File: src/rtl/ivr_pkg.sv
package ivr_pkg;

  localparam int unsigned VEC_BYTES = 16;

  localparam logic [2:0] REG_CTRL  = 3'd0;
  localparam logic [2:0] REG_BASE  = 3'd1;
  localparam logic [2:0] REG_SIZE  = 3'd2;
  localparam logic [2:0] REG_RPTR  = 3'd3;
  localparam logic [2:0] REG_WPTR  = 3'd4;
  localparam logic [2:0] REG_WBLO  = 3'd5;
  localparam logic [2:0] REG_WBHI  = 3'd6;

  localparam int unsigned CB_RING  = 0;
  localparam int unsigned CB_INTR  = 1;
  localparam int unsigned CB_OVFEN = 2;
  localparam int unsigned CB_WB    = 3;
  localparam int unsigned CB_REARM = 4;
  localparam int unsigned CB_OCLR  = 5;

  typedef enum logic [2:0] {
    ST_IDLE, ST_W0, ST_W1, ST_W2, ST_W3, ST_WB
  } wr_state_e;

  typedef struct packed {
    logic [15:0] pasid;
    logic [7:0]  vmid;
    logic [7:0]  ring_id;
    logic [27:0] src_data;
    logic [7:0]  src_id;
  } iv_event_t;

endpackage

File: src/rtl/ivr_regfile.sv
module ivr_regfile import ivr_pkg::*; #(
  parameter int unsigned PTR_W    = 18,
  parameter int unsigned MAX_LOG2 = 16
) (
  input  logic             clk,
  input  logic             rst_n,
  input  logic             cfg_we,
  input  logic [2:0]       cfg_addr,
  input  logic [31:0]      cfg_wdata,
  input  logic             wp_upd,
  output logic             ring_en,
  output logic             intr_en,
  output logic             ovf_en,
  output logic             wb_en,
  output logic             rearm_en,
  output logic [31:0]      base_hi,
  output logic [PTR_W-1:0] wptr_m,
  output logic [PTR_W-1:0] rptr_m,
  output logic [31:0]      wptr_word,
  output logic [39:0]      wb_addr,
  output logic             rptr_wr,
  output logic [31:0]      cfg_rdata
);

  localparam logic [4:0] MIN_L = 5'd2;
  localparam logic [4:0] MAX_L = 5'(MAX_LOG2);
  localparam int unsigned PAD  = 32 - PTR_W;

  logic [4:0]       ctrl_q;
  logic [31:0]      base_q;
  logic [4:0]       size_q;
  logic [PTR_W-1:0] rptr_q;
  logic [PTR_W-1:0] wptr_q;
  logic             ovf_q;
  logic [31:0]      wb_lo_q;
  logic [7:0]       wb_hi_q;

  logic [4:0]       size_eff;
  logic [PTR_W-1:0] ptr_mask;
  logic [PTR_W-1:0] wptr_next;
  logic             overrun;
  logic             wr_ctrl, wr_wptr, sw_wptr_ok, ovf_clr;

  always_comb begin
    if (size_q < MIN_L)      size_eff = MIN_L;
    else if (size_q > MAX_L) size_eff = MAX_L;
    else                     size_eff = size_q;
  end

  assign ptr_mask  = (PTR_W'(4) << size_eff) - PTR_W'(1);
  assign wptr_m    = wptr_q & ptr_mask;
  assign rptr_m    = rptr_q & ptr_mask;
  assign wptr_next = (wptr_m + PTR_W'(VEC_BYTES)) & ptr_mask;
  assign overrun   = ovf_en && (wptr_next == rptr_m);

  assign ring_en  = ctrl_q[CB_RING];
  assign intr_en  = ctrl_q[CB_INTR];
  assign ovf_en   = ctrl_q[CB_OVFEN];
  assign wb_en    = ctrl_q[CB_WB];
  assign rearm_en = ctrl_q[CB_REARM];
  assign base_hi  = base_q;
  assign wb_addr  = {wb_hi_q, wb_lo_q};

  assign wr_ctrl    = cfg_we && (cfg_addr == REG_CTRL);
  assign wr_wptr    = cfg_we && (cfg_addr == REG_WPTR);
  assign rptr_wr    = cfg_we && (cfg_addr == REG_RPTR);
  assign sw_wptr_ok = wr_wptr && !ring_en;
  assign ovf_clr    = (wr_ctrl && cfg_wdata[CB_OCLR]) || sw_wptr_ok;

  assign wptr_word = {{PAD{1'b0}}, wptr_m[PTR_W-1:1], ovf_q};

  always_ff @(posedge clk) begin
    if (!rst_n) begin
      ctrl_q  <= '0;
      base_q  <= '0;
      size_q  <= '0;
      rptr_q  <= '0;
      wptr_q  <= '0;
      ovf_q   <= 1'b0;
      wb_lo_q <= '0;
      wb_hi_q <= '0;
    end else begin
      if (wr_ctrl) ctrl_q <= cfg_wdata[4:0];
      if (cfg_we && cfg_addr == REG_BASE) base_q <= cfg_wdata;
      if (cfg_we && cfg_addr == REG_SIZE) size_q <= cfg_wdata[4:0];
      if (rptr_wr) rptr_q <= {cfg_wdata[PTR_W-1:4], 4'b0};
      if (cfg_we && cfg_addr == REG_WBLO) wb_lo_q <= cfg_wdata;
      if (cfg_we && cfg_addr == REG_WBHI) wb_hi_q <= cfg_wdata[7:0];
      if (wp_upd)          wptr_q <= wptr_next;
      else if (sw_wptr_ok) wptr_q <= {cfg_wdata[PTR_W-1:4], 4'b0};
      if (wp_upd && overrun) ovf_q <= 1'b1;
      else if (ovf_clr)      ovf_q <= 1'b0;
    end
  end

  always_comb begin
    unique case (cfg_addr)
      REG_CTRL: cfg_rdata = {27'b0, ctrl_q};
      REG_BASE: cfg_rdata = base_q;
      REG_SIZE: cfg_rdata = {27'b0, size_q};
      REG_RPTR: cfg_rdata = {{PAD{1'b0}}, rptr_q};
      REG_WPTR: cfg_rdata = wptr_word;
      REG_WBLO: cfg_rdata = wb_lo_q;
      REG_WBHI: cfg_rdata = {24'b0, wb_hi_q};
      default:  cfg_rdata = '0;
    endcase
  end

  // the flag holds until an explicit clear
  p_ovf_sticky_r5: assert property (@(posedge clk) disable iff (!rst_n)
    (ovf_q && !ovf_clr) |=> ovf_q);

  // with the ring enabled, a software pointer write leaves the pointer alone
  p_wptr_locked_r8: assert property (@(posedge clk) disable iff (!rst_n)
    (wr_wptr && ring_en && !wp_upd) |=> $stable(wptr_q));

endmodule

File: src/rtl/ivr_vector_fsm.sv
module ivr_vector_fsm import ivr_pkg::*; #(
  parameter int unsigned PTR_W = 18
) (
  input  logic             clk,
  input  logic             rst_n,
  input  logic             ev_valid,
  input  iv_event_t        ev_vec,
  output logic             ev_ready,
  input  logic             ring_en,
  input  logic             wb_en,
  input  logic [31:0]      base_hi,
  input  logic [PTR_W-1:0] wptr_m,
  input  logic [31:0]      wptr_word,
  input  logic [39:0]      wb_addr,
  input  logic             mw_ready,
  output logic             mw_valid,
  output logic [39:0]      mw_addr,
  output logic [31:0]      mw_data,
  output logic             wp_upd,
  output logic             busy
);

  wr_state_e state_q, state_d;
  iv_event_t vec_q;
  logic [1:0] idx;

  assign busy     = (state_q != ST_IDLE);
  assign ev_ready = ring_en && !busy;
  assign mw_valid = busy;
  assign wp_upd   = (state_q == ST_W3) && mw_ready;

  always_comb begin
    unique case (state_q)
      ST_W1:   idx = 2'd1;
      ST_W2:   idx = 2'd2;
      ST_W3:   idx = 2'd3;
      default: idx = 2'd0;
    endcase
  end

  always_comb begin
    unique case (state_q)
      ST_W0:   mw_data = {24'b0, vec_q.src_id};
      ST_W1:   mw_data = {4'b0, vec_q.src_data};
      ST_W2:   mw_data = {vec_q.pasid, vec_q.vmid, vec_q.ring_id};
      ST_WB:   mw_data = wptr_word;
      default: mw_data = '0;
    endcase
  end

  assign mw_addr = (state_q == ST_WB) ? wb_addr
                 : ({base_hi, 8'h00} + 40'(wptr_m) + 40'({idx, 2'b00}));

  always_comb begin
    state_d = state_q;
    unique case (state_q)
      ST_IDLE: if (ev_valid && ev_ready) state_d = ST_W0;
      ST_W0:   if (mw_ready) state_d = ST_W1;
      ST_W1:   if (mw_ready) state_d = ST_W2;
      ST_W2:   if (mw_ready) state_d = ST_W3;
      ST_W3:   if (mw_ready) state_d = wb_en ? ST_WB : ST_IDLE;
      ST_WB:   if (mw_ready) state_d = ST_IDLE;
      default: state_d = ST_IDLE;
    endcase
  end

  always_ff @(posedge clk) begin
    if (!rst_n) begin
      state_q <= ST_IDLE;
      vec_q   <= '0;
    end else begin
      state_q <= state_d;
      if (ev_valid && ev_ready) vec_q <= ev_vec;
    end
  end

  // a stalled word keeps its address and data
  p_mw_stable_r3: assert property (@(posedge clk) disable iff (!rst_n)
    (mw_valid && !mw_ready) |=> (mw_valid && $stable(mw_addr) && $stable(mw_data)));

  // an accepted event makes the block busy on the next cycle
  p_accept_busy_r9: assert property (@(posedge clk) disable iff (!rst_n)
    (ev_valid && ev_ready) |=> busy);

  // no event is taken while a transfer is outstanding
  p_no_accept_busy_r1: assert property (@(posedge clk) disable iff (!rst_n)
    mw_valid |-> !ev_ready);

endmodule

File: src/rtl/ivr_irq_gen.sv
module ivr_irq_gen (
  input  logic clk,
  input  logic rst_n,
  input  logic intr_en,
  input  logic rearm_en,
  input  logic rptr_wr,
  input  logic pending,
  output logic irq_out
);

  logic gap_q;

  always_ff @(posedge clk) begin
    if (!rst_n) gap_q <= 1'b0;
    else        gap_q <= rptr_wr && rearm_en;
  end

  assign irq_out = intr_en && pending && !gap_q;

  // interrupts disabled means a quiet output
  p_irq_off_r7: assert property (@(posedge clk) disable iff (!rst_n)
    !intr_en |-> !irq_out);

  // re-arm drops the line for the cycle after a read-pointer write
  p_irq_gap_r7: assert property (@(posedge clk) disable iff (!rst_n)
    (rptr_wr && rearm_en) |=> !irq_out);

endmodule

File: src/rtl/ivring_writer.sv
module ivring_writer import ivr_pkg::*; #(
  parameter int unsigned PTR_W    = 18,
  parameter int unsigned MAX_LOG2 = 16
) (
  input  logic        clk,
  input  logic        rst_n,
  input  logic        cfg_we,
  input  logic [2:0]  cfg_addr,
  input  logic [31:0] cfg_wdata,
  output logic [31:0] cfg_rdata,
  input  logic        ev_valid,
  output logic        ev_ready,
  input  logic [7:0]  ev_src_id,
  input  logic [27:0] ev_src_data,
  input  logic [7:0]  ev_ring_id,
  input  logic [7:0]  ev_vmid,
  input  logic [15:0] ev_pasid,
  output logic        mw_valid,
  input  logic        mw_ready,
  output logic [39:0] mw_addr,
  output logic [31:0] mw_data,
  output logic        irq_out,
  output logic        busy
);

  logic             ring_en, intr_en, ovf_en, wb_en, rearm_en;
  logic [31:0]      base_hi, wptr_word;
  logic [PTR_W-1:0] wptr_m, rptr_m;
  logic [39:0]      wb_addr;
  logic             rptr_wr, wp_upd;
  iv_event_t        ev_vec;

  assign ev_vec = '{pasid: ev_pasid, vmid: ev_vmid, ring_id: ev_ring_id,
                    src_data: ev_src_data, src_id: ev_src_id};

  ivr_regfile #(.PTR_W(PTR_W), .MAX_LOG2(MAX_LOG2)) u_regs (
    .clk(clk), .rst_n(rst_n), .cfg_we(cfg_we), .cfg_addr(cfg_addr),
    .cfg_wdata(cfg_wdata), .wp_upd(wp_upd), .ring_en(ring_en),
    .intr_en(intr_en), .ovf_en(ovf_en), .wb_en(wb_en), .rearm_en(rearm_en),
    .base_hi(base_hi), .wptr_m(wptr_m), .rptr_m(rptr_m),
    .wptr_word(wptr_word), .wb_addr(wb_addr), .rptr_wr(rptr_wr),
    .cfg_rdata(cfg_rdata)
  );

  ivr_vector_fsm #(.PTR_W(PTR_W)) u_fsm (
    .clk(clk), .rst_n(rst_n), .ev_valid(ev_valid), .ev_vec(ev_vec),
    .ev_ready(ev_ready), .ring_en(ring_en), .wb_en(wb_en),
    .base_hi(base_hi), .wptr_m(wptr_m), .wptr_word(wptr_word),
    .wb_addr(wb_addr), .mw_ready(mw_ready), .mw_valid(mw_valid),
    .mw_addr(mw_addr), .mw_data(mw_data), .wp_upd(wp_upd), .busy(busy)
  );

  ivr_irq_gen u_irq (
    .clk(clk), .rst_n(rst_n), .intr_en(intr_en), .rearm_en(rearm_en),
    .rptr_wr(rptr_wr), .pending(wptr_m != rptr_m), .irq_out(irq_out)
  );

  // the pointer moves only after a final-word handshake or a register write
  p_wptr_after_last_r4: assert property (@(posedge clk) disable iff (!rst_n)
    (wptr_m != $past(wptr_m)) |-> $past(wp_upd || cfg_we));

  // ring disabled keeps the event input closed
  p_disabled_closed_r1: assert property (@(posedge clk) disable iff (!rst_n)
    !ring_en |-> !ev_ready);

endmodule

File: config.mk
export PLATFORM = sky130hd
export DESIGN_NAME = ivring_writer
export DESIGN_NICKNAME = d
export VERILOG_FILES = /design/src/rtl/ivr_pkg.sv /design/src/rtl/ivr_regfile.sv /design/src/rtl/ivr_vector_fsm.sv /design/src/rtl/ivr_irq_gen.sv /design/src/rtl/ivring_writer.sv
export SDC_FILE = /design/constraint.sdc
export NUM_CORES = 1
export LEC_CHECK = 0
export ABC_AREA = 0
export BUFFER_PORTS_ARGS = -buffer_cell sky130_fd_sc_hd__buf_2
export CAP_MARGIN = 20
export CORE_MARGIN = 4
export CORE_UTILIZATION = 45
export CTS_CLUSTER_DIAMETER = 40
export DETAILED_ROUTE_END_ITERATION = 7
export PLACE_DENSITY = 0.69
export SETUP_SLACK_MARGIN = 0.15
export SLEW_MARGIN = 20
export SYNTH_ARGS = -nofsm -noshare
export SYNTH_HDL_FRONTEND = slang
export SYNTH_SLANG_ARGS = --single-unit
File: constraint.sdc
create_clock -name clk -period 3.5 [get_ports clk]
set_clock_uncertainty 0.1 [all_clocks]
set_input_delay 0.175 -clock clk [delete_from_list [all_inputs] [get_ports clk]]
set_output_delay 0.175 -clock clk [all_outputs]
set_load 0.02 [all_outputs]
Word-level counts from Yosys, hierarchy flattened:

Index checks and enable logic that the tools add are counted.

* register bits: 187
* bits in latches: 0
* bits in writable memories: 0
* memory bits (read-only): 0
* input bits: 108
* output and inout port bits: 108
* word-level logic and storage cells: 89
* memories kept: 0

* add/subtract/negate cells: 4
* multiply operators: 0
* divide/modulo/power cells: 0
* order comparisons: 2
* equal/unequal tests: 19
* shift-type cells: 1
* mux-type cells: 18
* bitwise gates (word level): 3
* reductions and logical operators: 27

Operator list (count)
* 32-bit one-hot mux with 7 select lines: 1
* 32-bit one-hot mux with 4 select lines: 1
* 18-bit bitwise AND: 3
* 40-bit by 18-bit adder with 40-bit output: 1
* 40-bit by 4-bit adder with 40-bit output: 1
* 40-bit 2-to-1 mux: 1
* 18-bit 2-to-1 mux: 2
* 3-bit 2-to-1 mux: 7
* 18-bit by 5-bit adder with 18-bit output (second input constant): 1
* 18-bit == test: 1
* 18-bit inequality test: 1
* 3-bit one-hot mux with 6 select lines: 1
* 3-bit by 5-bit left shift with 18-bit output (first input constant): 1
* 18-bit by 2-bit subtractor with 18-bit output (second input constant): 1
* 1-bit logical AND: 17
* 3-bit == test (second input constant): 5
* 3-bit by 2-bit == test with 1-bit output (second input constant): 4
* 5-bit 2-to-1 mux: 2
* 2-bit inequality test (second input constant): 5
* 3-bit by 1-bit == test with 1-bit output (second input constant): 2
* 3-bit zero test: 2
* 2-bit one-hot mux with 3 select lines: 1
* 6-bit AND reduction: 1
* 5-bit > comparator (second input constant): 1
* other kinds (7): 11

Longest topological paths before layout:

* word-level depth: 12
* gate-level depth with buffers: 15
* depth with buffers taken out: 13

By module:

Synthesis repeated with hierarchy kept, for this count alone.

* cells, all modules: 1583
* area, all modules: 11588.6 um^2

Modules (own cells, without submodules)
* ivr_regfile: times used 1, cells each 843, area each 6287.3 um^2, seq. area each 2262.2 um^2
* ivr_vector_fsm: times used 1, cells each 713, area each 5066.1 um^2, seq. area each 1421.4 um^2
* ivring_writer: times used 1, cells each 24, area each 200.2 um^2, seq. area each 0.0 um^2
* ivr_irq_gen: times used 1, cells each 3, area each 35.0 um^2, seq. area each 20.0 um^2

Least setup slack after synthesis:

Ideal clock, no wire load.

* path kind: register to output
* from: register u_fsm.state_q[1]
* to: output port mw_addr[36]
* data arrival time: 3.717 ns
* required time: 3.225 ns
* slack: -0.492 ns
* stages on the path, launching flop included: 12
* path buffers: 2
* path through: dfxtp_1 > clkbuf_1 > clkbuf_1 > nor2b_1 > a22oi_1 > fa_1 > nor4_4 > a21oi_2 > o311ai_4 > nand3_4 > or4_1 > a31oi_1

* word-level cells in the longest chain between the ends: 4
* elaborated cells between the ends (all ways): 7
* those cells by class: add/sub (1); eq/ne (4); mux (2)

Ends and longest elaborated chain
* start, declared: RTL line ivr_vector_fsm.sv:23 `wr_state_e state_q, state_d;`
* start signal, assigned: RTL line ivr_vector_fsm.sv:72 `state_q <= state_d;`
* 3-bit == test or 3-bit by 2-bit == test with 1-bit output (tied branches): RTL line ivr_vector_fsm.sv:33 `unique case (state_q)`
* 2-bit one-hot mux with 3 select lines: RTL line ivr_vector_fsm.sv:33
* 40-bit by 4-bit adder with 40-bit output: RTL line ivr_vector_fsm.sv:52 `: ({base_hi, 8'h00} + 40'(wptr_m) + 40'({idx, 2'b00}));`
* 40-bit 2-to-1 mux *: RTL line ivr_vector_fsm.sv:51 `assign mw_addr = (state_q == ST_WB) ? wb_addr`
* end, declared: RTL line ivring_writer.sv:20 `output logic [39:0] mw_addr,`

Every way passes the cells marked *; elsewhere a longest branch is shown, timed or not.

Final worst setup path:

* from: register u_regs.size_q[1]
* to: output port mw_addr[36]

* word-level cells in the longest chain between the ends: 9
* elaborated cells between the ends (all ways): 10
* those cells by class: add/sub (3); order compare (2); shift (1); mux (3); bitwise (1)

Ends and longest elaborated chain
* start, declared: RTL line ivr_regfile.sv:31 `logic [4:0] size_q;`
* start signal, assigned: RTL line ivr_regfile.sv:85 `if (cfg_we && cfg_addr == REG_SIZE) size_q <= cfg_wdata[4:0];`
* 5-bit > comparator: RTL line ivr_regfile.sv:46 `else if (size_q > MAX_L) size_eff = MAX_L;`
* 5-bit 2-to-1 mux: RTL line ivr_regfile.sv:46
* 5-bit 2-to-1 mux *: RTL line ivr_regfile.sv:45 `if (size_q < MIN_L) size_eff = MIN_L;`
* 3-bit by 5-bit left shift with 18-bit output *: RTL line ivr_regfile.sv:50 `assign ptr_mask = (PTR_W'(4) << size_eff) - PTR_W'(1);`
* 18-bit by 2-bit subtractor with 18-bit output *: RTL line ivr_regfile.sv:50
* 18-bit bitwise AND *: RTL line ivr_regfile.sv:51 `assign wptr_m = wptr_q & ptr_mask;`
* 40-bit by 18-bit adder with 40-bit output *: RTL line ivr_vector_fsm.sv:52
* 40-bit by 4-bit adder with 40-bit output *: RTL line ivr_vector_fsm.sv:52
* 40-bit 2-to-1 mux *: RTL line ivr_vector_fsm.sv:51

Marked as above.

==> impl_metrics.json <==
{
  "io_buffers": 215,
  "grt_pass1_vias": 11758,
  "dp_hpwl_um": 31530,
  "cp_slowest_stage_delay_ns": 0.45,
  "grt_start_max_net_pins": 115,
  "maxCapViolations": 0,
  "met2_usage_pct": 49.15,
  "crit_type": "reg -> out",
  "synth_cells": 1468,
  "die_h_um": 166.1,
  "die_width_um": 166.1,
  "post-route-util_pct": 62.51,
  "power_mw": 4.778,
  "synth_edf_count": 0,
  "clock-sinks": 185,
  "period_minus_slack_ns": 3.809,
  "htree_num_levels": 4,
  "synth_common_cells": "nand2_1 (409), dfxtp_1 (185), a21boi_0 (155), clkbuf_1 (85), nor2_1 (68)",
  "via_count": 12061,
  "slew_headroom_pct": 32.78,
  "yosysTopAreaCellShare_pct": 32.92,
  "drive_gt1_share_pct": 25.50,
  "postPlaceCellArea_um2": 13100,
  "fin_ws_ns": -0.3085,
  "antenna_found_initial": 0,
  "routedWlPerCell_um": 20.56,
  "post-synth-top-count-cell": "nand2_1",
  "cp_cell_sequence": "buf_6, and4_1, a211o_1, and2_4, ha_4, nand3_4, nor4_4, a21oi_4, o311ai_4, nand3_4, or4_4, a31oi_4, buf_6",
  "power_density_nw_per_um2": 312.5,
  "grt_use_total_pct": 30.54,
  "setup_violations": 26,
  "status": "complete, but fails checks",
  "path_clk_slew_ns": 0.08,
  "use_met3_pct": 6.641,
  "cp-start-kind": "flip-flop",
  "tightest_slew_ns": 1.008,
  "yosysTopAreaCell": "dfxtp_1",
  "dp.cells": 1980,
  "drtIter0Drc": 926,
  "n_antenna_cell": 0,
  "io_pins": 216,
  "vias_per_cell": 5.657,
  "yosysWarnings": 0,
  "endpoint_kind": "output port",
  "synthFlopType": "dfxtp_1",
  "min_period_over_period_pct": 108.8,
  "ant_nets": 0,
  "use_met1_pct": 38.91,
  "dp_slack_ns": 0.02663,
  "cts_made_buffers": 17,
  "row_count": 57,
  "report.final.slew_viol_count": 0,
  "gp_congestion": 0.9770,
  "die_area_um2": 27600,
  "start_util_pct": 45.99,
  "cp_max_fo": 7,
  "layout.cells.non_filler": 2132,
  "grt_overflow": 0,
  "grt_pass1_wl_um": 67270,
  "p_leak_nw": 5.979,
  "busiest_layer": "met2",
  "hold_path_class": "in -> reg",
  "synthArstFlopShare_pct": 0,
  "tns_ns": -5.541,
  "ys_ff_latch": 185,
  "yosysUniqueCellTypes": 73,
  "clock_latency_ns": 0.45,
  "drt_wl_total_um": 43840,
  "synthTopCellsByArea": "dfxtp_1 (33%), nand2_1 (14%), a21boi_0 (10%)",
  "root_buffer": "clkbuf_16",
  "netlist_area_um2": 11250,
  "hold_ws_ns": 0.01574,
  "fin_nets": 1918,
  "syn2layout_area_growth_pct": 35.91,
  "tritoncts": "built",
  "drc_errors": 0,
  "core-area_um2": 24460,
  "firstDrtPassIters": 5,
  "rsz0062_at_grt": "yes",
  "ir_worst_vdd_mv": 0.3459,
  "design_area_um2": 15290,
  "yosysSeqAreaShare_pct": 32.92,
  "crit_required_ns": 3.22,
  "cts_buffer_depth": 2,
  "synth_area_per_cell_um2": 7.664,
  "fmaxAchievable_ghz": 0.2626,
  "violations": "setup timing",
  "critPathSlowestCell": "or4_4",
  "hold_viol": 0,
  "critPathArrivalTime_ns": 3.53
}
cell usage in the layout, fill, tap and decap left out, types with 16 or more instances in the layout:
cell type / n
a21boi_0: 155
a21oi_1: 30
buf_2: 193
buf_4: 100
buf_6: 20
clkbuf_16: 17
dfxtp_1: 178
dlygate4sd3_1: 99
inv_1: 16
mux2i_1: 66
nand2_1: 405
nor2_1: 65
nor2b_1: 24
o21ai_0: 39
o21ai_1: 17
xnor2_1: 34
xor2_1: 27
cells by family (layout without fill, tap and decap cells):
group	Yosys count	count (layout)	share of synthesized area, %
buffers and inverters	126	465	4.504
AO/OA/AOI/OAI	376	376	23.85
AND/OR/NAND/NOR	623	623	24.60
multiplexers	78	78	7.373
XOR/XNOR	64	64	4.982
adder cells (fa/ha/maj)	15	15	1.735
flip-flops	185	185	32.92
other	1	2	0.03333
power by group:
group | total (mW) | internal, mW | switching, mW | leakage [nW]
combinational | 0.537 | 0.256 | 0.281 | 4.18
clock | 2.07 | 1.01 | 1.06 | 0.304
sequential | 2.18 | 2.13 | 0.0403 | 1.50
total | 4.78 | 3.40 | 1.38 | 5.98
metal layers:
layer | wire length [um] | up-vias
met3 | 3197 | 110
met4 | 2249 | 0
met1 | 18410 | 5716
li1 | - | 5714
met5 | 0 | -
met2 | 19980 | 521
worst paths after layout:
path / from / to / slack (ns) / depth (start not counted)
worst max-delay path: u_regs.size_q[1] / mw_addr[36] / -0.31 / 13
worst min-delay path: cfg_wdata[2] / u_regs.wb_hi_q[2] / 0.02 / 3
worst max register to register: u_regs.size_q[1] / u_regs.ovf_q / 0.34 / 14
worst min register to register: u_fsm.vec_q[2] / u_fsm.vec_q[2] / 0.37 / 2
critical path, delay by kind of cell (launching register included):
| family | cells | cell delay, ns |
|---|---|---|
| and+or+nand+nor | 6 | 1.33 |
| AOI/OAI and AO/OA | 4 | 0.83 |
| DFF | 1 | 0.37 |
| adders and majority gates | 1 | 0.28 |
| buffers and inverters | 2 | 0.27 |
layout make-up:
cell class / count / area (um2)
Multi-Input combinational cell: 1158 / 7471
Timing Repair Buffer: 415 / 2993
Fill cell: 2160 / 9171
Clock inverter: 14 / 195.2
Sequential cell: 185 / 3720
Tap cell: 324 / 405.4
Inverter: 18 / 67.56
Clock buffer: 18 / 439.2
what timing repair did:
action                     in CTS  in global routing
gates resized for setup        68                 34
hold buffers                   99                  0
setup endpoints to repair      30                 34
setup buffers                  12                  8
hold endpoints to repair      141                  0
pin swaps                      17                 22
gates cloned                    1                  0
flip-flops by register name (all words and copies together) (netlist names):
name            flops
u_fsm.vec_q        68
u_regs.wptr_q      16
u_regs.wb_lo_q     32
u_regs.rptr_q      14
u_fsm.state_q       3
u_regs.wb_hi_q      8
u_irq.gap_q         1
u_regs.base_hi     32
u_regs.size_q       5
u_regs.ovf_q        1
u_regs.ctrl_q       5
Power figures use the tool's default switching activity.
